`src/rtl/fll_volt_ctrl.sv`:
```
module fll_volt_ctrl #(
  parameter int IDX_W     = 6,
  parameter int CNT_W     = 8,
  parameter int DIV_W     = 8,
  parameter int ACC_W     = 24,
  parameter int FORCE_LIM = 24
) (
  input  logic             clk,
  input  logic             rst_n,
  input  logic             wr_en,
  input  logic [2:0]       wr_addr,
  input  logic [31:0]      wr_data,
  input  logic [CNT_W-1:0] osc_half,
  output logic [IDX_W-1:0] vidx,
  output logic             vidx_upd,
  output logic [7:0]       scale,
  output logic [1:0]       lim_sts,
  output logic             irq
);
  localparam logic [1:0] M_CLOSED = 2'd2;
  localparam logic signed [ACC_W-1:0] F_HI = ACC_W'(FORCE_LIM);
  localparam logic signed [ACC_W-1:0] F_LO = -ACC_W'(FORCE_LIM);
  localparam int PAD = ACC_W + 1 - IDX_W;

  logic [1:0] mode_q;
  logic oen_q, valid_q, cgs_q;
  logic [IDX_W-1:0] lo_q, hi_q, safe_q, idx_q;
  logic [DIV_W-1:0] div_q, cnt_q;
  logic [3:0] cf_q, ci_q;
  logic [2:0] cg_q;
  logic [CNT_W-1:0] mult_q;
  logic [7:0] scale_q;
  logic [1:0] ien_q, sts_q;
  logic upd_q;
  logic signed [ACC_W-1:0] acc_q, prop_q;

  wire wr_mode = wr_en && wr_addr == 3'd0;
  wire wr_req  = wr_en && wr_addr == 3'd1;
  wire wr_lim  = wr_en && wr_addr == 3'd2;
  wire wr_par  = wr_en && wr_addr == 3'd3;
  wire wr_ien  = wr_en && wr_addr == 3'd4;
  wire wr_clr  = wr_en && wr_addr == 3'd5;
  logic unused_bits;
  assign unused_bits = ^wr_data;

  wire [3:0] sh   = {1'b0, cg_q} + (cgs_q ? 4'd3 : 4'd0);
  wire       tick = (div_q == '0) || (cnt_q >= div_q - 1'b1);
  wire       run  = (mode_q == M_CLOSED) && valid_q;

  logic signed [CNT_W+1:0] err;
  assign err = $signed({2'b00, mult_q}) - $signed({2'b00, osc_half});
  logic signed [ACC_W-1:0] err_x;
  assign err_x = ACC_W'(err);

  logic signed [7:0] f_raw;
  logic signed [ACC_W-1:0] f_cl;
  assign f_raw = $signed(wr_data[23:16]);
  always_comb begin
    f_cl = ACC_W'(f_raw);
    if (f_cl > F_HI) f_cl = F_HI;
    else if (f_cl < F_LO) f_cl = F_LO;
  end

  logic signed [ACC_W-1:0] sum;
  logic signed [ACC_W:0] raw, lo_x, hi_x;
  logic over, under;
  logic [IDX_W-1:0] nxt;
  assign sum  = acc_q + prop_q;
  assign lo_x = $signed({{PAD{1'b0}}, lo_q});
  assign hi_x = $signed({{PAD{1'b0}}, hi_q});
  always_comb begin
    raw = $signed({{PAD{1'b0}}, safe_q});
    if (run) raw = raw + (ACC_W+1)'(sum >>> sh);
    over  = raw > hi_x;
    under = raw < lo_x;
    nxt   = over ? hi_q : under ? lo_q : raw[IDX_W-1:0];
  end

  always_ff @(posedge clk or negedge rst_n) begin
    if (!rst_n) begin
      mode_q <= '0; oen_q <= 1'b0;
      lo_q <= '0; hi_q <= '1; safe_q <= IDX_W'(1);
      div_q <= DIV_W'(4); cf_q <= '0; ci_q <= 4'd1; cg_q <= '0; cgs_q <= 1'b0;
      mult_q <= '0; scale_q <= '0; valid_q <= 1'b0; ien_q <= '0;
    end else begin
      if (wr_mode) begin mode_q <= wr_data[1:0]; oen_q <= wr_data[4]; end
      if (wr_lim) begin
        lo_q <= wr_data[IDX_W-1:0]; hi_q <= wr_data[IDX_W+7:8]; safe_q <= wr_data[IDX_W+15:16];
      end
      if (wr_par) begin
        div_q <= wr_data[DIV_W-1:0]; cf_q <= wr_data[11:8]; ci_q <= wr_data[15:12];
        cg_q <= wr_data[18:16]; cgs_q <= wr_data[20];
      end
      if (wr_req) begin
        mult_q <= wr_data[CNT_W-1:0]; scale_q <= wr_data[15:8]; valid_q <= wr_data[24];
      end
      if (wr_ien) ien_q <= wr_data[1:0];
    end
  end

  always_ff @(posedge clk or negedge rst_n) begin
    if (!rst_n) begin
      cnt_q <= '0; acc_q <= '0; prop_q <= '0;
    end else begin
      cnt_q <= tick ? '0 : cnt_q + 1'b1;
      if (wr_req && !wr_data[24]) begin
        acc_q <= '0; prop_q <= '0;
      end else if (wr_req && wr_data[25]) begin
        acc_q <= f_cl <<< sh; prop_q <= '0;
      end else if (tick && run && oen_q) begin
        acc_q  <= acc_q + err_x * $signed({{(ACC_W-4){1'b0}}, ci_q});
        prop_q <= err_x * $signed({{(ACC_W-4){1'b0}}, cf_q});
      end
    end
  end

  always_ff @(posedge clk or negedge rst_n) begin
    if (!rst_n) begin
      idx_q <= IDX_W'(1); upd_q <= 1'b0; sts_q <= '0;
    end else begin
      upd_q <= oen_q && (nxt != idx_q);
      if (oen_q) idx_q <= nxt;
      sts_q <= (sts_q & ~(wr_clr ? wr_data[1:0] : 2'b00)) | (oen_q ? {under, over} : 2'b00);
    end
  end

  assign vidx     = idx_q;
  assign vidx_upd = upd_q;
  assign scale    = scale_q;
  assign lim_sts  = sts_q;
  assign irq      = |(sts_q & ien_q);

  assert_idx_in_range_R4: assert property (@(posedge clk) disable iff (!rst_n)
    (oen_q && lo_q <= hi_q) |=> (idx_q >= $past(lo_q) && idx_q <= $past(hi_q)));
  assert_idx_frozen_R8: assert property (@(posedge clk) disable iff (!rst_n)
    !oen_q |=> $stable(idx_q));
  assert_upd_on_change_R12: assert property (@(posedge clk) disable iff (!rst_n)
    upd_q |-> (idx_q != $past(idx_q)));
  assert_max_set_enabled_R9: assert property (@(posedge clk) disable iff (!rst_n)
    $rose(sts_q[0]) |-> $past(oen_q));
  assert_min_set_enabled_R9: assert property (@(posedge clk) disable iff (!rst_n)
    $rose(sts_q[1]) |-> $past(oen_q));
endmodule

```
`config.mk`:
```
export PLATFORM = sky130hd
export DESIGN_NAME = fll_volt_ctrl
export DESIGN_NICKNAME = d
export VERILOG_FILES = /design/src/rtl/fll_volt_ctrl.sv
export SDC_FILE = /design/constraint.sdc
export NUM_CORES = 1
export LEC_CHECK = 0
export BUFFER_PORTS_ARGS = -buffer_cell sky130_fd_sc_hd__buf_2
export CELL_PAD_IN_SITES_DETAIL_PLACEMENT = 0
export CELL_PAD_IN_SITES_GLOBAL_PLACEMENT = 1
export CORE_MARGIN = 3
export CORE_UTILIZATION = 39
export DETAILED_ROUTE_END_ITERATION = 10
export GPL_TIMING_DRIVEN = 0
export PLACE_DENSITY_LB_ADDON = 0.25
export SLEW_MARGIN = 10
export SYNTH_ARGS = -nofsm -noshare
export SYNTH_HDL_FRONTEND = slang
export SYNTH_SLANG_ARGS = --single-unit
```
`constraint.sdc`:
```
create_clock -name clk -period 11.33 [get_ports clk]
set_clock_uncertainty 0.1 [all_clocks]
set_input_delay 0 -clock clk [delete_from_list [all_inputs] [get_ports clk]]
set_output_delay 0 -clock clk [all_outputs]
set_load 0.02 [all_outputs]
```
==> metrics.md, run 1 <==
| Metric | Value |
|---|---|
| Run status | completed |
| Number of CTS-inserted buffers | 17 |
| Layout filler cell count | 3,598 |
| Total Negative Setup Slacks | 0 ps |
| Largest fanout of any net on the critical path | 10 |
| Final Net Count | 2,060 |
| Vias after detailed routing | 12,600 |
| Yosys warns | 0 |
| Area growth from synthesis to layout | 12.8% |
| Setup-failing EPs final | 0 |
| Number of iterations in the first detailed-routing pass | 7 |
| Kind of critical path | register to register |
| Diode insertion count for antenna repair | 0 |
| Top cell type by total area after synthesis | dfrtp_1 |
| Least-Margin Pin Slew | 953 ps |
| Nature of the critical path startpoint | register |
| Final global-route overflow total | 0 |
| Proportion of synthesized flip-flops having asynchronous set or reset | 1.00 |
| Boundary Pins | 64 |
| Period Utilization, post-route | 0.780 |
| Final weighted congestion of routability-driven global placement | 0.909 |
| Largest stage delay, worst path | 580 ps |
| Critical path required time | 11,550 ps |
| Commonest cells in the synthesized netlist | 173 x inv_1, 143 x nand2_1, 140 x nor2_1 |
| Antenna-violating nets left | 0 |
| Library cell used as clock root buffer | clkbuf_16 |
| Area of the multi-input gates | 0.0103 mm2 |
| Count of H-tree levels built during CTS | 4 |
| Starting Density | 0.396 |
| Remaining DRCs | 0 |
| Die Wd | 196 um |
| Share of cells above drive strength 1 | 0.105 |
| Via count of the first global-routing pass | 12,800 |
| Yosys top cell area share | 0.186 |
| Buffers on Ports | 57 |
| Slowest stage cell on the critical path | or4_1 |
| Number of buffers on the longest clock path | 2 |
| Clock-pin slew on the worst setup and hold paths | 70 ps |
| Final Routed Wirelength | 42,400 um |
| Clock Latency Late Sink | 430 ps |
| Max frequency | 0.113 GHz |
| CTS sink count | 115 |
| Worst-case headroom to the max-slew limit | 0.356 |
| Cell variety after synth | 91 |
| Post-Synthesis Cells | 1,698 |
| RSZ-0062 raised after global routing | false |
| Shortest clock period the worst path allows after layout | 8840 ps |
| Number of placement rows | 69 |
| Capturing element type of the critical path | register |
| MaxCap Viol Count | 0 |
| Proportion of synthesized chip area in sequential cells | 0.205 |
| Mapped Area | 0.0141 mm2 |
| Most used standard cell by instance count after synthesis | inv_1 |
| Prevailing post-synth register cell | dfrtp_1 |
| Initial antenna violation count | 0 |
| Number of hold violations in the final report | 0 |
| Worst Hold Class | input pin to async pin |
| Post-CTS setup repair buffer count | 0 |
| Number of flip-flops and latches in the synthesized netlist | 115 |
| Synthesized netlist net count | 1,953 |
| Wire length of the first global-routing pass | 68,700 um |
| Critical Path AT | 9060 ps |
| Mean Syn Cell Area | 8.32 um2 |
| Dominant cells by area after synthesis | dfrtp_1 19%, ha_1 12%, fa_1 10%, inv_1 4.6%, a21oi_1 4.4% |
| Largest net degree at the start of global routing | 68 |
| HPWL after detailed placement | 34,100 um |
| Die Height | 196 um |
| Number of pins with negative max-slew slack in the final report | 0 |
| Final routed wire length divided by cell count | 18.6 um |
| CTS tree | built |
| Reg area | 0.00289 mm2 |
| Overall fraction of global-route tracks in use | 0.221 |
| Core region area | 0.0357 mm2 |
| Die ar. | 0.0386 mm2 |
| EDFF count, synth | 0 |
| Average vias per placed instance | 5.55 |
| Drt initial violations | 668 |
[flip-flops by register name, indices dropped and copies added (netlist names), 8 cells and up]
signal and count:
acc_q 24, cnt_q 8, div_q 8, mult_q 8, prop_q 14, scale 8
[per-stage QoR]
stage          setup slack, ps  instances  utilization  hold WS (ps)  cell area, um2
2_1_floorplan             4380       1698            -          -396           14100
3_3_place_gp              2640       2216        0.421           169           15000
3_5_place_dp              2670       2217        0.421         -61.6           15000
4_1_cts                   2570       2279        0.447          44.8           15900
5_1_grt                   1740       2279        0.447          76.1           15900
6_report                  2490       2279        0.447          17.7           15900
[metal layers]
metal | up-vias | GRT usage | share of wire
li1 | 6233 | - | -
met1 | 6091 | 0.298 | 0.47
met2 | 270 | 0.377 | 0.48
met3 | 55 | 0.0285 | 0.038
met4 | 0 | 0.0605 | 0.019
met5 | - | 0 | 0
[what timing repair did]
item,in CTS,in global routing
hold buffers,30,0
hold endpoints to repair,178,0
endpoints found under the setup margin,0,0
gates resized for setup,0,0
[final timing paths]
kind	start	cells after the start	endpoint	slack (ps)
min in group clk	wr_data[25]	4	prop_q[0]$_DFFE_PN0P_	120
max in group asynchronous	rst_n	3	ci_q[0]$_DFFE_PN1P_	10360
max reg2reg	cgs_q$_DFFE_PN0P_	32	vidx_upd$_DFF_PN0_	2490
min	rst_n	2	safe_q[4]$_DFFE_PN0P_	20
max	cgs_q$_DFFE_PN0P_	32	vidx_upd$_DFF_PN0_	2490
min reg2reg	scale[7]$_DFFE_PN0P_	1	scale[7]$_DFFE_PN0P_	400
[placed cells by master (no fill, tap or decap), types with 15 or more instances in the layout]
cell type | netlist | final
clkbuf_1 | 44 | 44
xnor2_1 | 48 | 48
nor2b_1 | 21 | 21
inv_1 | 173 | 173
mux2i_1 | 28 | 28
nor2_1 | 140 | 140
nand3_1 | 21 | 21
fa_1 | 74 | 74
ha_1 | 135 | 135
a21o_1 | 27 | 27
clkbuf_16 | 0 | 17
o211ai_1 | 19 | 19
nand2_1 | 143 | 143
a21oi_1 | 124 | 124
a211oi_1 | 18 | 18
o21ai_0 | 99 | 99
dlygate4sd3_1 | 0 | 30
buf_2 | 12 | 68
o21a_1 | 15 | 15
mux2_2 | 54 | 54
dfrtp_1 | 105 | 105
and2_1 | 61 | 61
nand2b_1 | 22 | 22
nor3_1 | 38 | 38
xor2_1 | 28 | 28
[critical path, delay by kind of cell (launching register included)]
family	cells	cell delay, ps
muxes	2	520
xor gates and xnor gates	1	110
and+or+nand+nor	9	2350
adders and majority gates	3	1060
DFF	1	410
buffers and inverters	9	2890
AOI/OAI and AO/OA	8	1250
[cell families after synthesis]
| family | count (synthesis) | share of synthesized area |
|---|---|---|
| simple gates | 523 | 0.182 |
| compound gates | 454 | 0.212 |
| buf+inv | 237 | 0.0645 |
| mux | 84 | 0.0653 |
| flops | 115 | 0.205 |
| xor+xnor | 76 | 0.0471 |
| fa+ha+maj | 209 | 0.224 |
[layout make-up]
cell class / count / area share
Buffer: 63 / 0.0163
Clock buffer: 17 / 0.0267
Clock inverter: 15 / 0.0115
Inverter: 174 / 0.0410
Multi-Input combinational cell: 1346 / 0.648
Sequential cell: 115 / 0.181
Tap cell: 461 / 0.0362
Timing Repair Buffer: 88 / 0.0389
Power of run 1 is not shown: default switching activity piles up to over one toggle a cycle in this logic, so the estimate is an artifact.
==> run 2, diff against run 1 <==
==> constraint.sdc (replaced) <==
create_clock -name clk -period 9.11 [get_ports clk]
set_clock_uncertainty 0.1 [all_clocks]
set_input_delay 0 -clock clk [delete_from_list [all_inputs] [get_ports clk]]
set_output_delay 0 -clock clk [all_outputs]
set_load 0.02 [all_outputs]
==> metrics.md, run 2 (synthesis gave the netlist of run 1 again) <==
| Metric | Value |
|---|---|
| Most common library cell in the layout ignoring fill and taps | inv_1 |
| Least-Margin Pin Slew | 981 ps (+27.9 ps) |
| Via count of the first global-routing pass | 12,800 (unchanged) |
| Die Wd | 196 um (unchanged) |
| Clock-pin slew on the worst setup and hold paths | 70 ps (about the same) |
| Shortest clock period the worst path allows after layout | 8350 ps (-484 ps) |
| CTS tree | built |
| Top reg by flops | acc_q |
| Critical Path AT | 8570 ps (-490 ps) |
| Average vias per placed instance | 5.56 (+0.16%) |
| Largest stage delay, worst path | 580 ps (about the same) |
| Number of pins with negative max-slew slack in the final report | 0 (unchanged) |
| Setup-failing EPs final | 0 (unchanged) |
| Met2 Track Usage GR | 0.377 (unchanged) |
| Number of iterations in the first detailed-routing pass | 5 (-2) |
| Worst path top cell family by delay | buffers and inverters |
| Number of placement rows | 69 (unchanged) |
| Core region area | 0.0357 mm2 (unchanged) |
| RSZ-0062 raised after global routing | false |
| Worst-case headroom to the max-slew limit | 0.346 (-0.00993) |
| Area growth from synthesis to layout | 12.8% (about the same) |
| Critical path required time | 9330 ps (-2220 ps) |
| Slowest stage cell on the critical path | or4_1 |
| Kind of critical path | register to register |
| Number of hold violations in the final report | 0 (unchanged) |
| Die Height | 196 um (unchanged) |
| Starting Density | 0.396 (unchanged) |
| Largest net degree at the start of global routing | 68 (unchanged) |
| Initial antenna violation count | 0 (unchanged) |
| Remaining DRCs | 0 (unchanged) |
| Antenna-violating nets left | 0 (unchanged) |
| Layout filler cell count | 3,598 (unchanged) |
| Total Negative Setup Slacks | 0 ps (unchanged) |
| Final Net Count | 2,060 (unchanged) |
| Final weighted congestion of routability-driven global placement | 0.909 (unchanged) |
| Max frequency | 0.120 GHz (+5.8%) |
| Worst Hold Class | input pin to async pin |
| M3 GR Usage | 0.0285 (unchanged) |
| Final Routed Wirelength | 42,400 um (about the same) |
| Run status | completed |
| Overall fraction of global-route tracks in use | 0.221 (unchanged) |
| HPWL after detailed placement | 34,100 um (unchanged) |
| Share of cells above drive strength 1 | 0.107 (+0.00220) |
| Capturing element type of the critical path | register |
| Post-CTS setup repair buffer count | 0 (unchanged) |
| Final global-route overflow total | 0 (unchanged) |
| Top Registers | acc_q: 24 flops, prop_q: 14 flops |
| Buffers on Ports | 57 (unchanged) |
| Met1 Usage GRT | 0.298 (unchanged) |
| Nature of the critical path startpoint | register |
| Clock Latency Late Sink | 430 ps (about the same) |
| MaxCap Viol Count | 0 (unchanged) |
| Number of buffers on the longest clock path | 2 (unchanged) |
| Library cell used as clock root buffer | clkbuf_16 |
| Count of H-tree levels built during CTS | 4 (unchanged) |
| Diode insertion count for antenna repair | 0 (unchanged) |
| Final routed wire length divided by cell count | 18.6 um (about the same) |
| Period Utilization, post-route | 0.917 (+0.137) |
| Wire length of the first global-routing pass | 68,700 um (unchanged) |
| Max reg flops | 24 (unchanged) |
| Die ar. | 0.0386 mm2 (unchanged) |
| Largest fanout of any net on the critical path | 10 (unchanged) |
| Most used cells in the layout excluding fill and tap cells | 173 x inv_1, 143 x nand2_1, 140 x nor2_1 |
| Number of CTS-inserted buffers | 17 (unchanged) |
| CTS sink count | 115 (unchanged) |
| Crit path buffers/inverters | 9 (unchanged) |
| Vias after detailed routing | 12,700 (+0.16%) |
| Boundary Pins | 64 (unchanged) |
| Most utilized layer in the global route result | met2 |
| Drt initial violations | 665 (-0.45%) |
## run 2: changes by cell type in the layout (fill, tap and decap cells not counted)
| cell | change |
|---|---|
| a21oi_1 | -1 |
| clkbuf_2 | +3 |
| a21oi_2 | +1 |
| clkbuf_1 | -1 |
| buf_1 | -2 |
## run 2: path summary, 6_finish.rpt
check / slack (ps) / end / startpoint / cells after the start
worst max-delay path: 760 / vidx_upd$_DFF_PN0_ / cgs_q$_DFFE_PN0P_ / 32
worst min-delay path: 20 / safe_q[4]$_DFFE_PN0P_ / rst_n / 2
worst max register to register: 760 / vidx_upd$_DFF_PN0_ / cgs_q$_DFFE_PN0P_ / 32
worst min register to register: 400 / scale[7]$_DFFE_PN0P_ / scale[7]$_DFFE_PN0P_ / 1
max in group asynchronous: 8140 / ci_q[0]$_DFFE_PN1P_ / rst_n / 3
min in group clk: 120 / prop_q[0]$_DFFE_PN0P_ / wr_data[25] / 4
## run 2: repair_timing
action,CTS,global route
hold buffers,30,0
hold endpoints to repair,178,0
gates resized for setup,0,5
endpoints found under the setup margin,0,2
## run 2: stage by stage
stage | util | std cells | cell area, um2 | worst slack [ps] | hold slack [ps]
after CTS | 0.447 | 2279 | 15900 | 353 | 44.8
after detailed placement | 0.421 | 2217 | 15000 | 449 | -61.6
after floorplan | - | 1698 | 14100 | 2160 | -396
final | 0.447 | 2279 | 15900 | 758 | 19.1
after global placement | 0.421 | 2216 | 15000 | 416 | 169
after global routing | 0.447 | 2279 | 15900 | 91.7 | 76.1
## run 2: worst register-to-register path, delay by kind of cell, from the launching register on
| family | cells | cell delay, ps |
|---|---|---|
| AO/OA/AOI/OAI | 8 | 1240 |
| XOR/XNOR | 1 | 120 |
| adder cells (fa/ha/maj) | 3 | 1050 |
| buffers and inverters | 9 | 2410 |
| flip-flops | 1 | 410 |
| multiplexers | 2 | 520 |
| AND/OR/NAND/NOR | 9 | 2370 |
## run 2: area by class of cell
class / instances / area (um2) / share of cell area
multi-input cells: 1346 / 10300 / 0.648
flip-flops and latches: 115 / 2890 / 0.181
inverters: 174 / 653 / 0.0410
repair buffers: 88 / 619 / 0.0388
well taps: 461 / 577 / 0.0362
clock buffers: 17 / 425 / 0.0267
plain buffers: 63 / 263 / 0.0165
clock inverters: 15 / 184 / 0.0115
## run 2: per-layer routing
layer / vias up / wire length (um)
met1: 6106 / 19500
met4: 0 / 886
li1: 6233 / -
met5: - / 0
met2: 266 / 20200
met3: 64 / 1780
Power of run 2 is left out for the same reason.
